$ cat config.mk
export PLATFORM = sky130hd
export DESIGN_NAME = amux_bank
export DESIGN_NICKNAME = d
export VERILOG_FILES = /design/src/rtl/amux_pkg.sv /design/src/rtl/amux_regs.sv /design/src/rtl/amux_pin_route.sv /design/src/rtl/amux_rdmux.sv /design/src/rtl/amux_bank.sv
export SDC_FILE = /design/constraint.sdc
export NUM_CORES = 1
export LEC_CHECK = 0
export BUFFER_PORTS_ARGS = -buffer_cell sky130_fd_sc_hd__buf_2
export CORE_MARGIN = 8
export CORE_UTILIZATION = 39
export CTS_CLUSTER_DIAMETER = 30
export DETAILED_ROUTE_END_ITERATION = 8
export PLACE_DENSITY = 0.94
export SYNTH_ARGS = -nofsm -noshare
export SYNTH_HDL_FRONTEND = slang
export SYNTH_SLANG_ARGS = --single-unit
$ cat constraint.sdc
create_clock -name clk -period 2 [get_ports clk]
set_clock_uncertainty 0.1 [all_clocks]
set_input_delay 0.4 -clock clk [delete_from_list [all_inputs] [get_ports clk]]
set_output_delay 0.4 -clock clk [all_outputs]
set_load 0.02 [all_outputs]
$ cat src/rtl/amux_pkg.sv
package amux_pkg;

    localparam int NPIN = 10;
    localparam int NDIG = 4;

    // digital line number and the pin that carries it, per digital index
    localparam int DIG_SIG [NDIG] = '{2, 4, 6, 12};
    localparam int DIG_PIN [NDIG] = '{1, 3, 4, 8};

    localparam logic [1:0] A_MODE = 2'd0;
    localparam logic [1:0] A_DATA = 2'd1;
    localparam logic [1:0] A_DIR  = 2'd2;

    typedef struct packed {
        logic [NDIG-1:0] mode;  // 1 = analog
        logic [NDIG-1:0] dir;   // 1 = output
        logic [NDIG-1:0] dout;
    } cfg_t;

    // digital index carried by a pin, or -1 for an analog-only pin
    function automatic int pin_dig_idx(input int p);
        int r;
        r = -1;
        for (int i = 0; i < NDIG; i++) begin
            if (DIG_PIN[i] == p) r = i;
        end
        return r;
    endfunction

endpackage

$ cat src/rtl/amux_regs.sv
module amux_regs
    import amux_pkg::*;
#(
    parameter int ADDR_W = 2,
    parameter int DATA_W = 32
) (
    input  logic              clk,
    input  logic              rst_n,
    input  logic [ADDR_W-1:0] addr,
    input  logic              we,
    input  logic [DATA_W-1:0] wdata,
    output cfg_t              cfg_q
);

    cfg_t cfg_d;

    always_comb begin
        cfg_d = cfg_q;
        if (we) begin
            case (addr)
                ADDR_W'(A_MODE): begin
                    for (int i = 0; i < NDIG; i++) begin
                        cfg_d.mode[i] = wdata[2*DIG_SIG[i]+1];
                    end
                end
                ADDR_W'(A_DATA): begin
                    for (int i = 0; i < NDIG; i++) begin
                        cfg_d.dout[i] = wdata[DIG_SIG[i]];
                    end
                end
                ADDR_W'(A_DIR): begin
                    for (int i = 0; i < NDIG; i++) begin
                        cfg_d.dir[i] = wdata[DIG_SIG[i]];
                    end
                end
                default: ;
            endcase
        end
    end

    always_ff @(posedge clk or negedge rst_n) begin
        if (!rst_n) begin
            cfg_q.mode <= '1;
            cfg_q.dir  <= '0;
            cfg_q.dout <= '0;
        end else begin
            cfg_q <= cfg_d;
        end
    end

endmodule

$ cat src/rtl/amux_pin_route.sv
module amux_pin_route (
    input  logic mode,
    input  logic dir,
    input  logic dout,
    input  logic pad_in,
    output logic oe,
    output logic out,
    output logic ana,
    output logic rd
);

    always_comb begin
        ana = mode;
        oe  = !mode && dir;
        out = oe && dout;
        if (mode)     rd = 1'b0;
        else if (dir) rd = dout;
        else          rd = pad_in;
    end

endmodule

$ cat src/rtl/amux_rdmux.sv
module amux_rdmux
    import amux_pkg::*;
#(
    parameter int ADDR_W = 2,
    parameter int DATA_W = 32
) (
    input  logic [ADDR_W-1:0] addr,
    input  cfg_t              cfg,
    input  logic [NDIG-1:0]   dig_rd,
    output logic [DATA_W-1:0] rdata
);

    always_comb begin
        rdata = '0;
        case (addr)
            ADDR_W'(A_MODE): begin
                for (int i = 0; i < NDIG; i++) rdata[2*DIG_SIG[i]+1] = cfg.mode[i];
            end
            ADDR_W'(A_DATA): begin
                for (int i = 0; i < NDIG; i++) rdata[DIG_SIG[i]] = dig_rd[i];
            end
            ADDR_W'(A_DIR): begin
                for (int i = 0; i < NDIG; i++) rdata[DIG_SIG[i]] = cfg.dir[i];
            end
            default: rdata = '0;
        endcase
    end

endmodule

$ cat src/rtl/amux_bank.sv
module amux_bank
    import amux_pkg::*;
#(
    parameter int ADDR_W = 2,
    parameter int DATA_W = 32
) (
    input  logic              clk,
    input  logic              rst_n,
    input  logic [ADDR_W-1:0] reg_addr,
    input  logic              reg_we,
    input  logic [DATA_W-1:0] reg_wdata,
    output logic [DATA_W-1:0] reg_rdata,
    input  logic [NPIN-1:0]   pin_in,
    output logic [NPIN-1:0]   pin_oe,
    output logic [NPIN-1:0]   pin_out,
    output logic [NPIN-1:0]   ana_en
);

    cfg_t            cfg_q;
    logic [NPIN-1:0] pin_rd;
    logic [NDIG-1:0] dig_rd;

    amux_regs #(.ADDR_W(ADDR_W), .DATA_W(DATA_W)) u_regs (
        .clk   (clk),
        .rst_n (rst_n),
        .addr  (reg_addr),
        .we    (reg_we),
        .wdata (reg_wdata),
        .cfg_q (cfg_q)
    );

    for (genvar p = 0; p < NPIN; p++) begin : g_pin
        localparam int DI = pin_dig_idx(p);
        if (DI >= 0) begin : g_dig
            amux_pin_route u_route (
                .mode   (cfg_q.mode[DI]),
                .dir    (cfg_q.dir[DI]),
                .dout   (cfg_q.dout[DI]),
                .pad_in (pin_in[p]),
                .oe     (pin_oe[p]),
                .out    (pin_out[p]),
                .ana    (ana_en[p]),
                .rd     (pin_rd[p])
            );
        end else begin : g_ana
            assign pin_oe[p]  = 1'b0;
            assign pin_out[p] = 1'b0;
            assign ana_en[p]  = 1'b1;
            assign pin_rd[p]  = 1'b0;
        end
    end

    for (genvar i = 0; i < NDIG; i++) begin : g_gather
        assign dig_rd[i] = pin_rd[DIG_PIN[i]];
    end

    amux_rdmux #(.ADDR_W(ADDR_W), .DATA_W(DATA_W)) u_rdmux (
        .addr   (reg_addr),
        .cfg    (cfg_q),
        .dig_rd (dig_rd),
        .rdata  (reg_rdata)
    );

endmodule

==> metrics.md, run 1 <==
| Metric | Value |
|---|---|
| Placed Area | `1081 sq um` |
| Final worst path period share | `0.9616` |
| Placeable Area | `2734 sq um` |
| R2R cell count | `2` |
| Max Root-Sink Buffers | `2` |
| Max stage delay on crit path | `0.41 ns` |
| Die Width | `69.53 um` |
| Crit Path Max Fanout | `4` |
| Critical path cell sequence | `mux2_1, a32oi_1, nor2b_1, buf_2` |
| Syn Area/Cell | `9.550 sq um` |
| Hold path endpoint | `u_regs.cfg_q[8]` |
| Largest register FFs | `12` |
| Maxcap violations | `0` |
| Post-route DRC | `0` |
| WP buf/inv | `1` |
| Number of cells on the worst hold path | `2` |
| Ant diodes | `0` |
| Worst endpoint required time | `1.50 ns` |
| Final setup vio count | `0` |
| Post-Syn Instances | `117` |
| Die Footprint | `4834 sq um` |
| Distinct cells, synth | `12` |
| CTS Root Cell | `clkbuf_4` |
| Crit path DAT | `1.42 ns` |
| Worst-path clk slew | `0.08 ns` |
| Port bufs | `36` |
| Post-synthesis cell area | `1117 sq um` |
| Initial drt markers | `10` |
| Starting Density | `0.4087` |
| Startpoint Class | `flip-flop` |
| Vias/cell | `3.927` |
| Share of layout cells above drive strength 1 | `0.3973` |
| Final hold vios | `0` |
| Antenna viol nets, final | `0` |
| Largest regs | `u_regs.cfg_q x12` |
| Critical path endpoint category | `output port` |
| H-Tree Depth | `1` |
| Top reg by flops | `u_regs.cfg_q` |
| Synth warn | `0` |
| Largest net degree at the start of global routing | `13` |
| Critical path class | `reg2out` |
| CTS Sinks | `12` |
| Fin. max-slew vios | `0` |
| FP Rows | `19` |
| Commonest non-fill, non-tap cell in the layout | `conb_1` |
| Number of synthesized register bits | `12` |
| Vias in the first global route | `755` |
| Final setup TNS | `0 ns` |
| Worst r2r src | `u_regs.cfg_q[5]` |
| Final wirelength | `2396 um` |
| Post-synthesis sequential area ratio | `0.2732` |
| Maximum clock frequency | `0.5200 GHz` |
| CTS resizes | `0` |
| Post-Layout Inst Area | `1142 sq um` |
| Fin crit period | `1.923 ns` |
| Worst VDD drop | `0.3296 mV` |
| GP Congestion | `0.7723` |
| Yosys top cell area share | `0.3628` |
| Critical Path Slowest Stage Cell | `dfrtp_1` |
| First-pass DRT Iterations | `4` |
| CTS tree | `built` |
| Io pins | `109` |
| Initial antenna violation count | `0` |
| GRT overflow | `0` |
| Average routed wire per standard cell | `13.54 um` |
| First-pass GRT wire length | `3808 um` |
| Most frequent cells in the layout | `conb_1, buf_2, mux2_2` |
| Die Ht | `69.53 um` |
| R2r setup slk | `1.00 ns` |
| Synth top area cells | `buf_4, dfrtp_1, mux2_2` |
| RSZ-0062 raised after global routing | `no` |
| Worst skew pair latency | `0.27 ns` |
| Hold crit path type | `in2reg` |
| Placed Instances | `170` |
| Outcome | `finished, final reports clean` |
| Nets | `198` |
| Worst r2r dst | `u_regs.cfg_q[5]` |
| Fin cells | `177` |
| Static leakage | `0.0006445 uW` |
| CTS Buf Count | `3` |
| Via Count | `695` |
| Area Overhead vs Synth | `2.240%` |
| GRT Total Usage | `0.09620` |
| Pwr dens | `784.5 nW/um^2` |
| Hold Crit Start | `reg_wdata[5]` |
| Dpl hpwl | `2117 um` |
| Synth area leader | `buf_4` |
| Delay-heaviest family, CP | `flip-flops` |
-- how the worst max path moves through the flow --
stage	from	end	slack [ns]	cells after the start
after floorplan	reg_addr[1]	reg_rdata[12]	0.42	3
after global placement	reg_addr[0]	reg_rdata[2]	0.28	6
after detailed placement	reg_addr[0]	reg_rdata[4]	0.22	6
after CTS	u_regs.cfg_q[7]	reg_rdata[12]	0.06	4
after global routing	u_regs.cfg_q[5]	reg_rdata[4]	0.002	4
final	u_regs.cfg_q[7]	reg_rdata[12]	0.08	4
-- cell type report --
cell class              count  area (sq um)
fillers                   279          1592
flip-flops and latches     12         305.3
well taps                  31         38.79
repair buffers             39         205.2
multi-input cells          85         534.3
inverters                   6         22.52
clock buffers               4         36.28
-- cell usage after synthesis --
library cell  instances
buf_4                54
mux2_2               12
and2_1                8
dfrtp_1               8
nor2b_1               8
inv_1                 6
a32oi_1               4
dfstp_2               4
ha_1                  4
mux2_1                4
nand2_1               3
conb_1                2
-- power by group --
part	internal, uW	leakage [uW]	switching, uW
Combinational	135	0.000487	223
Sequential	301	0.000137	43.6
Clock	111	0.0000210	83.0
-- worst reg2reg max path, delay by kind of cell (launching register included) --
| family | cells | cell delay [ns] |
|---|---|---|
| muxes | 1 | 0.25 |
| buffers and inverters | 1 | 0.14 |
| DFF | 1 | 0.39 |
-- routing by layer --
metal / global-route usage / part of all wire / vias to the layer above
li1: - / - / 336
met4: 0.02733 / 0.0058 / 0
met3: 0.07153 / 0.16 / 2
met2: 0.1588 / 0.48 / 43
met5: 0 / 0 / -
met1: 0.09205 / 0.35 / 314
-- what timing repair did --
| item | CTS | global route |
|---|---|---|
| hold buffers | 1 | 0 |
| setup buffers | 0 | 2 |
| hold endpoints to repair | 8 | 0 |
| endpoints found under the setup margin | 0 | 2 |
-- cells by family (layout without fill, tap and decap cells) --
logic type | count (synthesis) | in the layout | share of synthesized area
fa+ha+maj | 4 | 4 | 0.04479
other cells | 2 | 42 | 0.006721
simple gates | 19 | 19 | 0.09967
compound gates | 4 | 4 | 0.03135
buf+inv | 60 | 49 | 0.3830
mux | 16 | 16 | 0.1613
flops | 12 | 12 | 0.2732
-- per-stage QoR --
stage          worst slack [ns]  power, uW  hold WS [ns]    util
2_1_floorplan            0.4248      709.8      0.004409       -
3_3_place_gp             0.2845      687.7        0.1812  0.3954
3_5_place_dp             0.2202      698.9        0.1886  0.3954
4_1_cts                 0.05952      893.7        0.2528  0.4124
5_1_grt                0.001674      955.8        0.2471  0.4178
6_report                0.07688      896.2        0.2539  0.4178
Note: power is estimated with default switching activity, not from simulation.
==> run 2, diff against run 1 <==
--- a/config.mk
+++ b/config.mk
@@ -7,9 +7,9 @@
 export LEC_CHECK = 0
 export BUFFER_PORTS_ARGS = -buffer_cell sky130_fd_sc_hd__buf_2
-export CORE_MARGIN = 8
+export CORE_MARGIN = 3
 export CORE_UTILIZATION = 39
 export CTS_CLUSTER_DIAMETER = 30
 export DETAILED_ROUTE_END_ITERATION = 8
-export PLACE_DENSITY = 0.94
+export PLACE_DENSITY_LB_ADDON = 0.25
 export SYNTH_ARGS = -nofsm -noshare
 export SYNTH_HDL_FRONTEND = slang
==> constraint.sdc (replaced) <==
create_clock -name clk -period 2 [get_ports clk]
set_clock_uncertainty 0.1 [all_clocks]
set_input_delay 0.4 -clock clk [delete_from_list [all_inputs] [get_ports clk]]
set_output_delay 0.4 -clock clk [all_outputs]
set_load 0.05 [all_outputs]
==> metrics.md, run 2 (synthesized netlist as in run 1, its figures left out) <==
| Metric | Value |
|---|---|
| Outcome | `finished, final reports clean` |
| Critical path class | `reg2out` |
| Switching Fraction | `0.5057` |
| Final setup vio count | `0` |
| Commonest non-fill, non-tap cell in the layout | `conb_1` |
| Worst skew pair latency | `0.28 ns` |
| Startpoint Class | `flip-flop` |
| Logic gate share of total power | `0.533` |
| Nets | `200` |
| Io pins | `109` |
| Clock power share | `0.169` |
| NetSw | `589.8 uW` |
| Die Footprint | `3543 sq um` |
| Critical path endpoint category | `output port` |
| Layout filler cell count | `253` |
| Largest regs | `u_regs.cfg_q x12` |
| Final wirelength | `2105 um` |
| CTS Sinks | `12` |
| GRT overflow | `0` |
| Max Root-Sink Buffers | `2` |
| FP Rows | `18` |
| Vias in the first global route | `642` |
| Worst endpoint required time | `1.50 ns` |
| Largest net degree at the start of global routing | `13` |
| Initial antenna violation count | `0` |
| Initial drt markers | `7` |
| CTS tree | `built` |
| Worst VDD drop | `0.4566 mV` |
| CTS Root Cell | `clkbuf_4` |
| Post-route DRC | `0` |
| Maxcap violations | `0` |
| Fin crit period | `1.945 ns` |
| Pwr dens | `972.1 nW/um^2` |
| Final hold vios | `0` |
| Final worst path period share | `0.9725` |
| H-Tree Depth | `1` |
| Hold crit path type | `in2reg` |
| Post-Layout Inst Area | `1200 sq um` |
| Average routed wire per standard cell | `11.83 um` |
| Die Width | `59.53 um` |
| CTS Buf Count | `3` |
| P_int | `576.6 uW` |
| Vias/cell | `4.146` |
| Most frequent cells in the layout | `conb_1, buf_2, mux2_2` |
| Port bufs | `36` |
| Starting Density | `0.4314` |
| Top reg by flops | `u_regs.cfg_q` |
| Die Ht | `59.53 um` |
| First-pass DRT Iterations | `2` |
| Area Overhead vs Synth | `7.391%` |
| Static leakage | `0.0006718 uW` |
| First-pass GRT wire length | `2898 um` |
| GRT Total Usage | `0.1099` |
| Ant diodes | `0` |
| GP Congestion | `0.7437` |
| Placed Area | `1080 sq um` |
| Maximum clock frequency | `0.5141 GHz` |
| Final setup TNS | `0 ns` |
| Dpl hpwl | `1640 um` |
| Fin. max-slew vios | `0` |
| Via Count | `738` |
| Placeable Area | `2590 sq um` |
| Reg power frac | `0.297` |
| Worst-path clk slew | `0.08 ns` |
| Antenna viol nets, final | `0` |
| Crit path DAT | `1.45 ns` |
| Share of layout cells above drive strength 1 | `0.4324` |
| Crit Path Max Fanout | `3` |
| Largest register FFs | `12` |
[run 2: power by group through the flow]
stage               Sequential (uW)  Combinational (uW)  Clock (uW)
finish                          347                 622         197
global route                    354                 658         226
CTS                             349                 572         206
detailed placement              353                 567           0
global placement                350                 564           0
floorplan                       336                 606           0
[run 2: worst paths after layout]
check | start | endpoint | slack (ns) | cells past startpoint
worst max-delay path | u_regs.cfg_q[7] | reg_rdata[12] | 0.05 | 4
worst min-delay path | reg_wdata[13] | u_regs.cfg_q[10] | 0.25 | 2
worst max register to register | u_regs.cfg_q[5] | u_regs.cfg_q[5] | 0.98 | 2
worst min register to register | u_regs.cfg_q[3] | u_regs.cfg_q[3] | 0.44 | 1
max in group asynchronous | rst_n | u_regs.cfg_q[11] | 1.10 | 2
min in group asynchronous | rst_n | u_regs.cfg_q[2] | 0.41 | 2
[run 2: metrics by stage]
| step | instances | power [uW] | utilization | setup WS, ns | hold slack (ns) |
|---|---|---|---|---|---|
| after floorplan | 157 | 942.0 | - | 0.04174 | 0.004409 |
| after global placement | 169 | 914.0 | 0.4169 | 0.1711 | 0.1875 |
| after detailed placement | 169 | 920.1 | 0.4169 | 0.1678 | 0.1934 |
| after CTS | 174 | 1126 | 0.4367 | 0.004669 | 0.2446 |
| after global routing | 178 | 1237 | 0.4633 | -0.01116 | 0.2390 |
| final | 178 | 1166 | 0.4633 | 0.05495 | 0.2493 |
[run 2: layer usage]
| layer | up-vias | share of wire | global-route usage |
|---|---|---|---|
| li1 | 345 | - | - |
| met1 | 335 | 0.36 | 0.1267 |
| met2 | 55 | 0.49 | 0.1747 |
| met3 | 3 | 0.14 | 0.04357 |
| met4 | 0 | 0.013 | 0.05696 |
| met5 | - | 0 | 0 |
[run 2: repair_timing]
action,CTS,global route
hold buffers,1,0
cloned,0,0
setup buffers,0,4
hold endpoints to repair,8,0
pin swaps,0,4
resized for setup,2,12
endpoints found under the setup margin,2,4
[run 2: final cells by class]
cell class	instances	area (sq um)	share of cell area
Inverter	6	22.52	0.01877
Clock buffer	4	36.28	0.03024
Multi-Input combinational cell	85	553.0	0.4609
Timing Repair Buffer	41	245.2	0.2044
Sequential cell	12	305.3	0.2544
Tap cell	30	37.54	0.03128
[run 2: critical path, cell delays in order, from the launching register on]
cell and delay [ns]:
dfrtp_1 0.41, mux2_4 0.30, a32oi_1 0.21, nor2b_1 0.09
buf_6 0.16
==> run 3, diff against run 2 <==
CORE_UTILIZATION = 36   (was 39)
clock period = 2.2 ns   (was 2 ns; I/O delays follow)
==> metrics.md, run 3 (synthesized netlist as in run 1, its figures left out) <==
| Metric | Value |
|---|---|
| Delay-heaviest family, CP | `flip-flops` |
| CTS Sinks | `12` |
| Pwr Total | `999.6 uW` |
| Hold Crit Start | `reg_wdata[5]` |
| Maxcap violations | `0` |
| Initial antenna violation count | `0` |
| Worst hold margin | `0.3025 ns` |
| Crit Path Max Fanout | `4` |
| Most frequent cells in the layout | `conb_1, buf_2, mux2_2` |
| Initial drt markers | `7` |
| Port bufs | `36` |
| Placed Area | `1081 sq um` |
| Postcts setup bufs | `0` |
| WP buf/inv | `1` |
| First-pass DRT Iterations | `4` |
| Largest regs | `u_regs.cfg_q x12` |
| Number of cells on the worst hold path | `2` |
| Worst skew pair latency | `0.27 ns` |
| Io pins | `109` |
| GP Congestion | `0.7833` |
| Startpoint Class | `flip-flop` |
| Critical path class | `reg2out` |
| R2R cell count | `1` |
| Final hold vios | `0` |
| First-pass GRT wire length | `2829 um` |
| Placeable Area | `2853 sq um` |
| Fin. max-slew vios | `0` |
| Setup WS post-layout | `0.1833 ns` |
| Largest net degree at the start of global routing | `13` |
| Pre-CTS setup slack | `0.2717 ns` |
| Die Ht | `61.71 um` |
| Top reg by flops | `u_regs.cfg_q` |
| Via Count | `696` |
| CTS Root Cell | `clkbuf_4` |
| Final setup TNS | `0 ns` |
| Maximum clock frequency | `0.4959 GHz` |
| Final worst path period share | `0.9167` |
| Hold path endpoint | `u_regs.cfg_q[8]` |
| Max Root-Sink Buffers | `2` |
| Worst r2r src | `u_regs.cfg_q[5]` |
| Worst VDD drop | `0.4568 mV` |
| Crit path DAT | `1.48 ns` |
| CTS Buf Count | `3` |
| GRT Total Usage | `0.1030` |
| Worst endpoint required time | `1.66 ns` |
| Starting Density | `0.3917` |
| Dpl hpwl | `1669 um` |
| Antenna viol nets, final | `0` |
| FP Rows | `19` |
| Vias/cell | `3.977` |
| Average routed wire per standard cell | `10.97 um` |
| R2r setup slk | `1.31 ns` |
| Area Overhead vs Synth | `0.8957%` |
| Outcome | `finished, final reports clean` |
| Pwr dens | `886.7 nW/um^2` |
| CTS Hold Bufs | `1` |
| Max stage delay on crit path | `0.41 ns` |
| Die Width | `61.71 um` |
| Worst r2r dst | `u_regs.cfg_q[5]` |
| GRT overflow | `0` |
| Commonest non-fill, non-tap cell in the layout | `conb_1` |
| Final setup vio count | `0` |
| Critical Path Slowest Stage Cell | `dfrtp_1` |
| Fin crit period | `2.017 ns` |
| Largest register FFs | `12` |
| CTS tree | `built` |
| Vias in the first global route | `663` |
| Critical path cell sequence | `mux2_1, a32oi_1, nor2b_1, buf_2` |
| CTS resizes | `0` |
| Nets | `196` |
| Post-route DRC | `0` |
| Ant diodes | `0` |
| Share of layout cells above drive strength 1 | `0.3889` |
| Critical path endpoint category | `output port` |
| RSZ-0062 raised after global routing | `no` |
| Crit path depth | `4` |
| Final wirelength | `1920 um` |
| Hold crit path type | `in2reg` |
| Static leakage | `0.0006348 uW` |
| H-Tree Depth | `1` |
| Worst-path clk slew | `0.07 ns` |
| Die Footprint | `3808 sq um` |
| Post-Layout Inst Area | `1127 sq um` |
## run 3: cell types whose count changed in the layout (fill, tap and decap cells not counted), sizes merged
cell,before,now
buf,40,36
## run 3: worst max path at each step
| stage | from | to | slack, ns |
|---|---|---|---|
| 2_1_floorplan | reg_addr[1] | reg_rdata[12] | 0.16 |
| 3_3_place_gp | reg_addr[1] | reg_rdata[6] | 0.29 |
| 3_5_place_dp | reg_addr[1] | reg_rdata[4] | 0.27 |
| 4_1_cts | u_regs.cfg_q[6] | reg_rdata[6] | 0.18 |
| 5_1_grt | u_regs.cfg_q[6] | reg_rdata[6] | 0.10 |
| 6_report | u_regs.cfg_q[7] | reg_rdata[12] | 0.18 |
## run 3: layer usage
| layer | up-vias | wire [um] | GRT usage |
|---|---|---|---|
| met5 | - | 0 | 0 |
| li1 | 333 | - | - |
| met1 | 310 | 819 | 0.1283 |
| met2 | 51 | 863 | 0.1659 |
| met3 | 2 | 228 | 0.02273 |
| met4 | 0 | 10 | 0.05455 |
## run 3: through the flow
step,utilization,cells
after floorplan,-,157
after global placement,0.3789,170
after detailed placement,0.3789,170
after CTS,0.3952,175
after global routing,0.3952,175
final,0.3952,175
## run 3: power by group
group	total, uW	switching [uW]	internal (uW)
Combinational	517	402	115
Sequential	315	40.8	274
Clock	168	67.8	100
## run 3: area by class of cell
cell class,count,area [sq um]
Clock buffer,4,36.28
Fill cell,307,1725
Inverter,6,22.52
Multi-Input combinational cell,85,534.3
Sequential cell,12,305.3
Tap cell,31,38.79
Timing Repair Buffer,37,190.2
